--- src/rtl/spi_presc_pkg.sv ---
package spi_presc_pkg;

    localparam int FIELD_W  = 8;
    localparam int MANT_W   = 4;
    localparam int EXP_W    = 3;
    localparam int CODE_W   = 5;
    localparam int MIN_DIV  = 4;
    localparam int MAX_DIV  = ((1 << MANT_W) - 1) << ((1 << EXP_W) - 1);
    localparam int MAX_HALF = MAX_DIV / 2;
    localparam int CNT_W    = $clog2(MAX_HALF + 1);
    localparam int DIV_W    = CNT_W + 1;

    typedef logic [CNT_W-1:0] half_t;

    typedef struct packed {
        logic sck;
        logic lead;
        logic trail;
        logic launch;
        logic sample;
    } edge_st_t;

endpackage

--- src/rtl/spi_presc_decode.sv ---
module spi_presc_decode
    import spi_presc_pkg::*;
#(
    parameter bit EXT_ENC = 1'b1
) (
    input  logic [FIELD_W-1:0] field_i,
    output half_t              half_o
);

    localparam half_t HALF_MIN = half_t'(MIN_DIV / 2);

    generate
        if (EXT_ENC) begin : g_wide
            logic [MANT_W-1:0] mant;
            logic [EXP_W-1:0]  expo;
            logic [DIV_W-1:0]  div;

            always_comb begin
                mant = field_i[MANT_W-1:0];
                expo = {field_i[7:6], field_i[4]};
                div  = DIV_W'(mant) << expo;
                if (mant < MANT_W'(MIN_DIV)) begin
                    half_o = HALF_MIN;
                end else begin
                    half_o = div[DIV_W-1:1];
                end
            end
        end else begin : g_compact
            logic [CODE_W-1:0] code;
            logic [CODE_W-1:0] lowest;

            always_comb begin
                code   = field_i[CODE_W-1:0];
                lowest = CODE_W'(16 + MIN_DIV / 2);
                if (code < lowest) begin
                    half_o = HALF_MIN;
                end else begin
                    half_o = half_t'(code - CODE_W'(16));
                end
            end
        end
    endgenerate

endmodule

--- src/rtl/spi_presc_counter.sv ---
module spi_presc_counter
    import spi_presc_pkg::*;
(
    input  logic  clk_i,
    input  logic  rst_ni,
    input  logic  en_i,
    input  half_t half_i,
    output logic  tick_o
);

    half_t cnt_d, cnt_q;
    half_t last;

    always_comb begin
        last   = half_i - half_t'(1);
        tick_o = en_i && (cnt_q >= last);
        if (!en_i) begin
            cnt_d = '0;
        end else if (tick_o) begin
            cnt_d = '0;
        end else begin
            cnt_d = cnt_q + half_t'(1);
        end
    end

    always_ff @(posedge clk_i or negedge rst_ni) begin
        if (!rst_ni) begin
            cnt_q <= '0;
        end else begin
            cnt_q <= cnt_d;
        end
    end

endmodule

--- src/rtl/spi_presc_edge.sv ---
module spi_presc_edge
    import spi_presc_pkg::*;
(
    input  logic     clk_i,
    input  logic     rst_ni,
    input  logic     en_i,
    input  logic     tick_i,
    input  logic     cpol_i,
    input  logic     cpha_i,
    output edge_st_t st_o
);

    edge_st_t st_d, st_q;
    logic     leaving;

    always_comb begin
        st_d        = st_q;
        st_d.lead   = 1'b0;
        st_d.trail  = 1'b0;
        st_d.launch = 1'b0;
        st_d.sample = 1'b0;
        leaving     = (st_q.sck == cpol_i);
        if (!en_i) begin
            st_d.sck = cpol_i;
        end else if (tick_i) begin
            st_d.sck    = ~st_q.sck;
            st_d.lead   = leaving;
            st_d.trail  = ~leaving;
            st_d.launch = cpha_i ? leaving : ~leaving;
            st_d.sample = cpha_i ? ~leaving : leaving;
        end
    end

    always_ff @(posedge clk_i or negedge rst_ni) begin
        if (!rst_ni) begin
            st_q <= '0;
        end else begin
            st_q <= st_d;
        end
    end

    assign st_o = st_q;

endmodule

--- src/rtl/spi_sck_prescaler.sv ---
module spi_sck_prescaler
    import spi_presc_pkg::*;
#(
    parameter bit EXT_ENC = 1'b1
) (
    input  logic               clk_i,
    input  logic               rst_ni,
    input  logic               en_i,
    input  logic [FIELD_W-1:0] prescale_i,
    input  logic               cpol_i,
    input  logic               cpha_i,
    output logic               sck_o,
    output logic               lead_o,
    output logic               trail_o,
    output logic               launch_o,
    output logic               sample_o
);

    half_t    half;
    logic     tick;
    edge_st_t st;

    spi_presc_decode #(
        .EXT_ENC (EXT_ENC)
    ) u_decode (
        .field_i (prescale_i),
        .half_o  (half)
    );

    spi_presc_counter u_counter (
        .clk_i  (clk_i),
        .rst_ni (rst_ni),
        .en_i   (en_i),
        .half_i (half),
        .tick_o (tick)
    );

    spi_presc_edge u_edge (
        .clk_i  (clk_i),
        .rst_ni (rst_ni),
        .en_i   (en_i),
        .tick_i (tick),
        .cpol_i (cpol_i),
        .cpha_i (cpha_i),
        .st_o   (st)
    );

    assign sck_o    = st.sck;
    assign lead_o   = st.lead;
    assign trail_o  = st.trail;
    assign launch_o = st.launch;
    assign sample_o = st.sample;

endmodule

--- config.mk ---
export PLATFORM = sky130hd
export DESIGN_NAME = spi_sck_prescaler
export DESIGN_NICKNAME = d
export VERILOG_FILES = /design/src/rtl/spi_presc_pkg.sv /design/src/rtl/spi_presc_decode.sv /design/src/rtl/spi_presc_counter.sv /design/src/rtl/spi_presc_edge.sv /design/src/rtl/spi_sck_prescaler.sv
export SDC_FILE = /design/constraint.sdc
export NUM_CORES = 1
export LEC_CHECK = 0
export ABC_AREA = 1
export BUFFER_PORTS_ARGS = -buffer_cell sky130_fd_sc_hd__buf_2
export CORE_MARGIN = 5
export CORE_UTILIZATION = 45
export DETAILED_ROUTE_END_ITERATION = 12
export PLACE_DENSITY = 0.75
export RECOVER_POWER = 50
export SLEW_MARGIN = 20
export SYNTH_ARGS = -nofsm -noshare
export SYNTH_HDL_FRONTEND = slang
export SYNTH_SLANG_ARGS = --single-unit
export TNS_END_PERCENT = 20
--- constraint.sdc ---
create_clock -name clk_i -period 2.7 [get_ports clk_i]
set_input_delay 0.27 -clock clk_i [delete_from_list [all_inputs] [get_ports clk_i]]
set_output_delay 0.27 -clock clk_i [all_outputs]
set_load 0.05 [all_outputs]
# Word level (Yosys, flattened, before mapping)

Cells that the tools add are included.

Output and inout bits: 5
Bits in writable memories: 0
Memory bits (read-only): 0
Logic and storage cells: 24
Bits in registers: 15
Input bits: 13
Latch bits: 0
Memories kept: 0

Magnitude comparators: 2
Reductions and logical operators: 1
Shift-type cells: 1
Bitwise logic cells: 2
Divide/modulo/power cells: 0
Multipliers: 0
Eq/ne operators: 2
Multiplexer cells: 8
Add/subtract/negate cells: 2

Operator list:

| cell                                                                          | number |
|---|---|
| 10-bit 2-to-1 mux                                                             | 3 |
| 4-bit by 3-bit left shift with 11-bit output                                  | 1 |
| 10-bit by 1-bit adder with 10-bit output (second input constant)              | 1 |
| 10-bit >= comparator                                                          | 1 |
| 10-bit by 1-bit subtractor with 10-bit output (second input constant)         | 1 |
| 5-bit 2-to-1 mux                                                              | 1 |
| 4-bit by 3-bit less-than comparator with 1-bit output (second input constant) | 1 |
| 4-bit 2-to-1 mux                                                              | 1 |
| 1-bit 2-to-1 mux                                                              | 3 |
| 2-bit by 1-bit inequality test with 1-bit output (second input constant)      | 1 |
| 1-bit inverter                                                                | 2 |
| 1-bit == test                                                                 | 1 |
| 1-bit logical AND                                                             | 1 |

# Depth between registers and ports, before layout

Depth in word-level cells: 7
Depth in mapped cells: 21
Mapped depth without buffers: 21

# Hierarchy

Synthesis repeated with hierarchy kept, for this count alone.

Cell total of the unflattened synthesis: 196
Area, all modules: 1341.3 um^2

By module, submodules not included:

| module            | area an instance (um^2) | sequential area each (um^2) | instances | cells each |
|---|---|---|---|---|
| spi_presc_counter | 909.6                   | 250.2                       | 1         | 122 |
| spi_presc_edge    | 217.7                   | 125.1                       | 1         | 26 |
| spi_presc_decode  | 214.0                   | 0.0                         | 1         | 48 |

# Worst setup path after synthesis

No wires, ideal clock.

Kind: input port to flip-flop
From: in prescale_i[6]
To: reg u_counter.cnt_q[2]
Path buffers: 1
Path slack: 0.339 ns
Library setup time: 0.087 ns
Data required time: 2.613 ns
Stages on the path: 20
Arrival time: 2.274 ns
Cells stage by stage: buf_4 inv_2 nand3_2 nand3_1 nand2_2 inv_1 ha_1 nand2_2 nor2_4 nand3_1 nand2_1 nand2_1 ha_1 nand2_1 nor2_1 nand2_1 inv_1 nor2_1 nand3_2 nor3_1

Word-level cells in the longest chain between the ends: 7

RTL lines:

| what                                          | RTL line                | source |
|---|---|---|
| from (decl)                                   | spi_sck_prescaler.sv:9  | `input logic [FIELD_W-1:0] prescale_i,` |
| 4-bit by 3-bit left shift with 11-bit output  | spi_presc_decode.sv:21  | `div = DIV_W'(mant) << expo;` |
| 10-bit 2-to-1 mux                             | spi_presc_decode.sv:22  | `if (mant < MANT_W'(MIN_DIV)) begin` |
| 10-bit by 1-bit subtractor with 10-bit output | spi_presc_counter.sv:15 | `last = half_i - half_t'(1);` |
| 10-bit >= comparator                          | spi_presc_counter.sv:16 | `tick_o = en_i && (cnt_q >= last);` |
| 1-bit logical AND                             | spi_presc_counter.sv:16 |  |
| 10-bit 2-to-1 mux                             | spi_presc_counter.sv:19 | `end else if (tick_o) begin` |
| 10-bit 2-to-1 mux                             | spi_presc_counter.sv:17 | `if (!en_i) begin` |
| via u_counter.cnt_d[2]                        | spi_presc_counter.sv:11 | `half_t cnt_d, cnt_q;` |
| to (signal assigned)                          | spi_presc_counter.sv:30 | `cnt_q <= cnt_d;` |
| to (decl)                                     | spi_presc_counter.sv:11 |  |

The timed path passes the listed nets, and every way through them passes these cells.
A chain may end at the register's enable or synchronous reset.

# Worst setup path in the final report

From: in prescale_i[4]
To: reg u_counter.cnt_q[3]

Same word-level chain as after synthesis.

==> impl_metrics.csv <==
group,metric,value,unit
yosys,syn_area,1430,µm²
status,status,"finished, final reports clean",
critical_path,cp.depth,21,
clock_network,cts_resized,0,
final_layout,fill_cells,316,
timing,tightestPinTransition,0.7705,ns
hold_path,hold_path.class,"input port to register",
place,dpl.hpwl,2182,µm
die,row_count,20,
clock_network,clock_path_buffers,2,
die,fp.dieW,66.38,µm
final_layout,final_cell_count_no_fill,265,
yosys,synth_fp_nets,223,
hold_path,hold_path_depth,3,
die,core_area,3053,µm²
drt,drt_iter0_markers,71,
drt,highest_layer,"met4",
timing,rsz0062_at_grt,"no",
pwr,peakVddDrop,0.2894,mV
global_route,grt_pass1_wl,4409,µm
drt,drc,0,
pwr,power,0.0005667,W
critical_path,crit_path_cell_trace,"buf_2 -> inv_2 -> nand2_1 -> nand2_1 -> nand3_1 -> nand2_2 -> inv_1 -> ha_1 -> nand2_2 -> nor2_4 -> xnor2_1 -> ha_1 -> nand2_1 -> inv_1 -> nand2_1 -> nand2_1 -> nand2_1 -> inv_1 -> nor2_1 -> nand3_2 -> nor3_1",
critical_path,cpMaxStageDelayCell,"ha_1",
critical_path,arrival,2.56,ns
critical_path,worst-path-buf-inv,5,
clock_network,cts_buffers,3,
clock_network,insertion_delay,0.28,ns
drt,viasPerCell,4.706,
critical_path,path_delay_family,"simple AND/OR/NAND/NOR gates",
die,pin_count,18,
timing,finalSetupViolations,0,
timing,tns,0,ns
drt,ant_nets,0,
timing,slew_viol_final,0,
pwr,cellLeakagePower,0.8872,nW
global_route,track_usage,12.93,%
critical_path,cpMostUsedCell,"nand2_1",
critical_path,worst_setup_path_end_kind,"register",
flow_run,drv_cap,0,
global_route,grt_pass1_vias,1084,
drt,dr_wl_met3,40,µm
place,dp.cells,260,
yosys,synth_cell_types,23,
drt,first_pass_iters,4,
final_layout,area_growth,12.86,%
timing,min_period_over_period,87.60,%
timing,clock.fmax,422.8,MHz
final_layout,postLayoutCoreUtil,52.87,%
drt,wl_per_cell,9.819,µm
critical_path,ff2ff_path_depth,10,
critical_path,worstSetupStartpointType,"input port",
clock_network,htreeDepth,1,
final_layout,layout-drive-gt1-share,25.34,%
yosys,ys_ff_latch,15,
timing,hold_viol,0,
critical_path,required,2.89,ns
yosys,ys_warn_count,0,
critical_path,rrSetupSlack,0.96,ns
clock_network,cts_tree,"yes",
clock_network,clk_pin_slew,0.09,ns
place,numPortBuffers,16,
critical_path,critPathMaxStageDelay,0.25,ns
yosys,synth_area_per_cell,7.223,µm²
pwr,power_density,351.1,nW/µm²
drt,wl_met2,1165,µm
clock_network,clock-sinks,15,
place,place_congestion,0.8057,
drt,via_count,1247,
yosys,postSynthCellCount,198,
die,start_util,46.84,%
timing,fin_skew,0.005482,ns
die,die_h,66.38,µm
global_route,grt-ovfl-total,0,
die,dieArea,4406,µm²
final_layout,seqCellArea,375.4,µm²
drt,drt_wl_total,2602,µm
timing,max_slew_margin,48.63,%
global_route,grt_max_degree,16,
drt,wl_met1,1339,µm
final_layout,fin_nets,247,
timing,fin_crit,2.365,ns
critical_path,critPathKind,"input port to register",
final_layout,multi_input_area,934.6,µm²
clock_network,cts_root_buf,"clkbuf_4",
global_route,antenna_found_initial,0,
critical_path,crit_path_max_fanout,10,
final_layout,fin_area,1614,µm²
final_layout,n_antenna_cell,0,
place,place_area,1580,µm²
yosys,ys_seq_area_share,26.25,%
## cells in the mapped netlist, drive strengths merged
cell type	count	area [µm²]
nand2	57	254.0
inv	30	112.6
nor2	29	165.2
nand3	27	185.2
dfrtp	15	375.4
ha	12	150.1
nand4	6	37.54
nor3	5	25.02
xor2	5	43.79
o21ai	3	18.77
xnor2	3	26.28
a21oi	2	10.01
a31oi	2	12.51
buf	1	7.510
or2	1	6.260
## kinds of logic (layout without fill, tap and decap cells)
family | Yosys count | in the layout | share of synthesized area (%)
buffers and inverters | 31 | 54 | 8.399
AOI/OAI and AO/OA | 7 | 7 | 2.887
DFF | 15 | 15 | 26.25
xor gates and xnor gates | 8 | 8 | 4.900
and+or+nand+nor | 125 | 125 | 47.07
adders and majority gates | 12 | 12 | 10.50
## repair_timing
action | CTS | global route
hold buffers | 1 | 0
hold endpoints to repair | 15 | 0
buffers inserted | 0 | 0
## metrics by stage
stage | setup slack, ns | hold WS [ns]
2_1_floorplan | 0.3389 | -0.02559
4_1_cts | 0.3348 | 0.2525
6_report | 0.3349 | 0.2618
3_5_place_dp | 0.04633 | 0.1855
3_3_place_gp | 0.06568 | 0.1871
5_1_grt | 0.07670 | 0.2529
## per-layer routing
layer	track usage, %	up-vias
li1	-	682
met1	16.53	548
met2	21.07	13
met3	1.531	4
met4	6.853	0
met5	0	-
## area by class of cell
class                   count  share of cell area (%)
clock inverters             1                  0.3101
clock buffers               3                   1.395
flip-flops and latches     15                   23.26
well taps                  44                   3.411
multi-input cells         152                   57.91
inverters                  30                   6.977
repair buffers             20                   6.744
## worst paths after layout
path,start,endpoint
min in group asynchronous,rst_ni,u_edge.st_o[0]
max in group asynchronous,rst_ni,u_counter.cnt_q[2]
max,prescale_i[4],u_counter.cnt_q[3]
min reg2reg,u_counter.cnt_q[0],u_counter.cnt_q[0]
max reg2reg,u_counter.cnt_q[5],u_counter.cnt_q[3]
min,cpol_i,u_edge.st_o[3]
## placed cells by master, fill, tap and decap left out, types with 2 or more instances in the layout
master,count
nand2_1,45
inv_1,27
nor2_1,20
nand3_1,17
dfrtp_1,15
buf_2,13
ha_1,12
nand2_2,10
nand3_2,10
nand4_1,6
nor3_1,5
xor2_1,5
nor2_2,4
nor2_4,4
inv_2,3
xnor2_1,3
clkbuf_4,3
clkbuf_1,3
buf_4,3
nand2_4,2
a31oi_1,2
o21ai_0,2
a21oi_1,2
## flip-flops by register name, indices dropped and copies added, names as in the netlist
register	cells
u_edge.st_o	5
u_counter.cnt_q	10
## where the power goes
part	internal [W]	switching, W	leakage [nW]
clock	0.0000550	0.0000679	0.0177
sequential	0.000232	0.00000647	0.205
combinational	0.0000750	0.000131	0.664
total	0.000362	0.000205	0.887
## tightest hold or removal path, delay by kind of cell
family / cells / cell delay [ns]
AO/OA/AOI/OAI: 1 / 0.06
AND/OR/NAND/NOR: 1 / 0.07
buffers and inverters: 1 / 0.10
No activity file was read; power rests on OpenSTA's default activity.
